`src/rtl/pwg_pkg.sv`:
```
package pwg_pkg;
    localparam int SAMPLE_W = 16;
    localparam int MAG_W    = SAMPLE_W - 1;
    localparam int MAX_LOG  = 7;
    localparam int DEPTH    = 1 << MAX_LOG;
    localparam int ACC_W    = SAMPLE_W + MAX_LOG;

    typedef enum logic {WIN_SHORT = 1'b0, WIN_LONG = 1'b1} win_mode_e;

    typedef struct packed {
        logic             push;
        logic [MAG_W-1:0] mag;
    } mag_beat_t;

    // rounded division by the window length, then optional halving
    function automatic logic [SAMPLE_W-1:0] scaled_avg(
        input logic [ACC_W-1:0] sum,
        input win_mode_e        mode,
        input logic             halve
    );
        logic [ACC_W-1:0] r;
        if (mode == WIN_LONG)
            r = (sum + ACC_W'(DEPTH / 2)) >> MAX_LOG;
        else
            r = (sum + ACC_W'(DEPTH / 4)) >> (MAX_LOG - 1);
        if (halve)
            r = r >> 1;
        return r[SAMPLE_W-1:0];
    endfunction
endpackage

```
`src/rtl/pwg_magnitude.sv`:
```
module pwg_magnitude
    import pwg_pkg::*;
(
    input  logic [SAMPLE_W-1:0] sample,
    output logic [MAG_W-1:0]    mag
);
    logic [SAMPLE_W-1:0] negated;

    always_comb begin
        negated = (~sample) + 1'b1;
        if (!sample[SAMPLE_W-1])
            mag = sample[MAG_W-1:0];
        else if (negated[SAMPLE_W-1])
            mag = {MAG_W{1'b1}};        // most negative code saturates
        else
            mag = negated[MAG_W-1:0];
    end
endmodule

```
`src/rtl/pwg_delay_line.sv`:
```
module pwg_delay_line
    import pwg_pkg::*;
(
    input  logic             clk,
    input  logic             rst,
    input  logic             clear,
    input  win_mode_e        mode,
    input  mag_beat_t        beat,
    output logic [MAG_W-1:0] leave_mag,
    output logic             full
);
    localparam int PTR_W = MAX_LOG;
    localparam int CNT_W = MAX_LOG + 1;

    logic [MAG_W-1:0] ring [DEPTH];
    logic [PTR_W-1:0] wr_ptr;
    logic [CNT_W-1:0] fill;
    logic [CNT_W-1:0] win_len;

    assign win_len   = (mode == WIN_LONG) ? CNT_W'(DEPTH) : CNT_W'(DEPTH / 2);
    assign full      = (fill == win_len);
    assign leave_mag = full ? ring[wr_ptr] : '0;

    always_ff @(posedge clk) begin
        if (beat.push)
            ring[wr_ptr] <= beat.mag;
    end

    always_ff @(posedge clk) begin
        if (rst || clear) begin
            wr_ptr <= '0;
            fill   <= '0;
        end else if (beat.push) begin
            if (CNT_W'(wr_ptr) == win_len - 1'b1)
                wr_ptr <= '0;
            else
                wr_ptr <= wr_ptr + 1'b1;
            if (!full)
                fill <= fill + 1'b1;
        end
    end
endmodule

```
`src/rtl/pwg_accum.sv`:
```
module pwg_accum
    import pwg_pkg::*;
(
    input  logic             clk,
    input  logic             rst,
    input  logic             clear,
    input  mag_beat_t        beat,
    input  logic [MAG_W-1:0] leave_mag,
    output logic [ACC_W-1:0] sum
);
    always_ff @(posedge clk) begin
        if (rst || clear)
            sum <= '0;
        else if (beat.push)
            sum <= sum + ACC_W'(beat.mag) - ACC_W'(leave_mag);
    end
endmodule

```
`src/rtl/pwg_level_cmp.sv`:
```
module pwg_level_cmp
    import pwg_pkg::*;
(
    input  logic                clk,
    input  logic                rst,
    input  logic                clear,
    input  logic                full,
    input  win_mode_e           mode,
    input  logic                gain_shift,
    input  logic [ACC_W-1:0]    sum,
    input  logic [SAMPLE_W-1:0] thresh,
    output logic [SAMPLE_W-1:0] avg,
    output logic                alarm
);
    assign avg = scaled_avg(sum, mode, gain_shift);

    always_ff @(posedge clk) begin
        if (rst || clear)
            alarm <= 1'b0;
        else
            alarm <= full && (avg > thresh);
    end
endmodule

```
`src/rtl/pwr_window_guard.sv`:
```
module pwr_window_guard
    import pwg_pkg::*;
(
    input  logic                clk,
    input  logic                rst,
    input  logic                en,
    input  logic                in_valid,
    input  logic [SAMPLE_W-1:0] in_sample,
    input  logic                win_sel,
    input  logic                gain_shift,
    input  logic [SAMPLE_W-1:0] thresh,
    output logic [SAMPLE_W-1:0] avg_out,
    output logic                alarm
);
    win_mode_e        win_q;
    logic             clear;
    logic [MAG_W-1:0] mag;
    logic [MAG_W-1:0] leave_mag;
    logic             win_full;
    logic [ACC_W-1:0] win_sum;
    mag_beat_t        beat;

    assign clear     = !en || (win_mode_e'(win_sel) != win_q);
    assign beat.push = en && in_valid && !clear;
    assign beat.mag  = mag;

    always_ff @(posedge clk) begin
        if (rst)
            win_q <= WIN_SHORT;
        else
            win_q <= win_mode_e'(win_sel);
    end

    pwg_magnitude u_mag (
        .sample (in_sample),
        .mag    (mag)
    );

    pwg_delay_line u_dly (
        .clk       (clk),
        .rst       (rst),
        .clear     (clear),
        .mode      (win_q),
        .beat      (beat),
        .leave_mag (leave_mag),
        .full      (win_full)
    );

    pwg_accum u_acc (
        .clk       (clk),
        .rst       (rst),
        .clear     (clear),
        .beat      (beat),
        .leave_mag (leave_mag),
        .sum       (win_sum)
    );

    pwg_level_cmp u_cmp (
        .clk        (clk),
        .rst        (rst),
        .clear      (clear),
        .full       (win_full),
        .mode       (win_q),
        .gain_shift (gain_shift),
        .sum        (win_sum),
        .thresh     (thresh),
        .avg        (avg_out),
        .alarm      (alarm)
    );
endmodule

```
`config.mk`:
```
export PLATFORM = sky130hd
export DESIGN_NAME = pwr_window_guard
export DESIGN_NICKNAME = d
export VERILOG_FILES = /design/src/rtl/pwg_pkg.sv /design/src/rtl/pwg_magnitude.sv /design/src/rtl/pwg_delay_line.sv /design/src/rtl/pwg_accum.sv /design/src/rtl/pwg_level_cmp.sv /design/src/rtl/pwr_window_guard.sv
export SDC_FILE = /design/constraint.sdc
export NUM_CORES = 2
export LEC_CHECK = 0
export BUFFER_PORTS_ARGS = -buffer_cell sky130_fd_sc_hd__buf_2
export CORE_ASPECT_RATIO = 0.7
export CORE_MARGIN = 4
export CORE_UTILIZATION = 30
export CTS_BUF_LIST = sky130_fd_sc_hd__clkbuf_4 sky130_fd_sc_hd__clkbuf_8 sky130_fd_sc_hd__clkbuf_16
export DETAILED_ROUTE_END_ITERATION = 8
export SLEW_MARGIN = 40
export SYNTH_ARGS = -nofsm -noshare
export SYNTH_HDL_FRONTEND = slang
export SYNTH_HIERARCHICAL = 1
export SYNTH_SLANG_ARGS = --single-unit
```
`constraint.sdc`:
```
create_clock -name clk -period 13.3 [get_ports clk]
set_input_delay 1.995 -clock clk [delete_from_list [all_inputs] [get_ports clk]]
set_output_delay 1.995 -clock clk [all_outputs]
set_load 0.01 [all_outputs]
```
==> flow_summary.toml <==
[global_route]
grt_max_degree = 123
grt_pass1_vias = 41400
overflow = 0
grt.total_usage_pct = 15.3
grt_first_pass_wirelength_mm = 307
antenna_found_initial = 22

[detailed_routing]
routed_wl_mm = 216
wire_per_inst_um = 26.4
route.vias.total = 43200
first_pass_iters = 6
vias_per_cell = 5.27
drt_iter0_drc = 5659
ant_nets = 0
drc = 0

[synthesis]
syn_avg_cell_area_um2 = 18.3
synth_top_area_share_pct = 72.2
ys_async_sr_fraction_pct = 0
syn_nets = 4461
synth_seq_cells = 1967
yosys_warnings = 6
synth_area_leaders = "edfxtp_1 (72%), mux4_2 (8.8%), mux2i_1 (4.9%)"
synth.largest_area_cell = "edfxtp_1"
ys_seq_area_share_pct = 73.4
synth_area_um2 = 79800
ys_types = 90
synth_ff_type = "edfxtp_1"
synth_cells = 4363
synth_edf_count = 1920

[cells_and_area]
fin_util_pct = 34.4
multi_input_area_um2 = 20000
syn_to_final_growth_pct = 14.1
drive_gt1_share_pct = 20.6
final_cell_area_um2 = 91100
seq_area_um2 = 58600
nets = 4641
nFillCells = 24800

[sta]
rsz0062_at_grt = "false"
setup_viol = 0
fin_worst_skew_ps = 87.1
period_minus_slack_ps = 7530
min_period_over_period_pct = 56.6
maxSlewViolCount = 0
fmax_ghz = 0.133
worst_slew_pin_slew_ps = 927
slew_headroom_pct = 38.2
finalHoldViolCount = 0
final.setup.tns_ps = 0

[die]
core.rowCount = 158
num_io_pins = 55
die_width_um = 625
core_um2 = 265000
die_h_um = 440
start_util_pct = 30.1
dieArea_um2 = 275000

[clock_network]
cts_hold_buffers = 0
clkTransAtPathRegs_ps = 70
clk_latency_ps = 830
cts-htree-levels = 4
postCtsSetupRepairBufs = 0
ctsResizeCount = 0
cts_max_path_buffers = 4
cts_buffers = 181
cts_tree = "built"
numClockSinks = 1967
clock-root-buffer = "clkbuf_16"

[power_and_ir_drop]
power_density_nw_per_um2 = 137
vdd_drop_max_mv = 0.110
power.leakage_nw = 27.4

[setup_path]
cp.required_ps = 14020
critical_path_arrival_ps = 8250
cp-end-kind = "register"
startpoint_type = "register"
path_max_fanout = 122
criticalPathCategory = "register to register"

[job]
cap_viol_max_count = 0

[placement]
dpl.hpwl_mm = 131
portBuffers = 54
place_area_um2 = 85200
place_congestion = 0.862

[min_path]
hold_class = "register to register"

[outcome]
status = "completed"
## power by group
part           internal, mW  leakage, nW  switching, mW
Clock                  2.85         2.82           2.25
Combinational         0.106         6.85          0.356
Sequential             6.89         17.7        0.00364
Total                  9.84         27.4           2.61
## sequential cells by signal, indices dropped and copies added (netlist names), named ones only
signal and cells:
u_dly/ring 1920, u_acc/sum 23, u_dly/fill 8, u_dly/wr_ptr 7
u_cmp/alarm 1, win_q 1
## layer usage
layer	wire length, um	vias up	track usage (%)	share of wire (%)
met5	10	-	0	0.0046
met1	97800	22900	23.3	45
li1	-	18100	-	-
met4	4550	2	3.42	2.1
met2	89400	1992	21.0	41
met3	24500	266	4.84	11
## cell usage after synthesis, drive strengths merged (6+ instances only)
cell,number
xor2,26
and3,33
o22ai,21
mux2i,389
nand3,219
nor2b,21
o211ai,11
mux2,12
mux4,312
nor2,202
a41o,7
a41oi,6
edfxtp,1920
o21ai,51
a22o,8
a22oi,178
dfxtp,47
fa,15
a21oi,46
a221oi,15
nand2b,6
or3,22
o31ai,9
nor4,19
nor3b,6
a21o,19
clkbuf,113
buf,142
a211oi,21
nor3,24
xnor2,26
inv,100
nand4,47
a31oi,39
nand2,102
ha,45
o21bai,7
or4,8
or2,7
## per-stage QoR
stage	total power, mW	instances	hold slack, ps	setup WS [ps]
after floorplan	7.30	4363	447	2790
after CTS	12.5	8182	477	5900
after detailed placement	7.49	7870	473	5900
after global placement	7.47	7867	475	5230
after global routing	12.9	8192	523	5470
final	12.5	8204	479	5770
## worst paths after layout
check,start,endpoint,slack (ps),cells past startpoint
setup / recovery,register,u_acc/sum[22],5770,16
hold / removal,u_acc/sum[22],u_acc/sum[22],480,2
setup reg to reg,register,u_acc/sum[22],5770,16
hold reg to reg,u_acc/sum[22],u_acc/sum[22],480,2
## layout by cell type, fill, tap and decap left out, types with 22 or more instances in the layout
| cell | instances |
|---|---|
| mux4_2 | 312 |
| o21ai_0 | 39 |
| or3_1 | 22 |
| xnor2_1 | 26 |
| nand2_1 | 87 |
| clkinv_1 | 38 |
| edfxtp_1 | 1920 |
| nand3_1 | 213 |
| a22oi_1 | 178 |
| a31oi_1 | 38 |
| buf_4 | 168 |
| nand4_1 | 46 |
| mux2i_1 | 385 |
| nor2_1 | 187 |
| inv_1 | 100 |
| buf_2 | 55 |
| clkbuf_16 | 182 |
| clkbuf_4 | 48 |
| xor2_1 | 26 |
| dfxtp_1 | 41 |
| a21oi_1 | 46 |
| and3_1 | 30 |
| ha_1 | 45 |
## worst max-delay path, stage by stage (launching register included)
cell	delay [ps]
dfxtp_4	810
buf_12	570
buf_12	650
mux4_2	440
nand3_1	120
nand4_1	400
a211oi_2	790
a41oi_2	480
or3_1	570
fa_1	560
inv_1	50
ha_1	370
and3_1	240
a21boi_2	200
o41ai_2	410
mux2_4	340
mux2i_1	110
## area by class of cell
type / count / share of cell area, %
diodes: 12 / 0.0330
repair buffers: 252 / 2.17
multi-input cells: 2040 / 22.0
clock inverters: 83 / 0.808
flip-flops and latches: 1967 / 64.4
inverters: 101 / 0.416
well taps: 3520 / 4.84
clock buffers: 229 / 5.40
## cells by family after synthesis
kind of cell               share of synthesized area, %
xor gates and xnor gates                          0.571
DFF                                                73.4
adders and majority gates                          1.08
muxes                                              13.9
buffers and inverters                              2.12
and+or+nand+nor                                    4.70
AOI/OAI and AO/OA                                  4.28
Power figures use the tool's default switching activity.
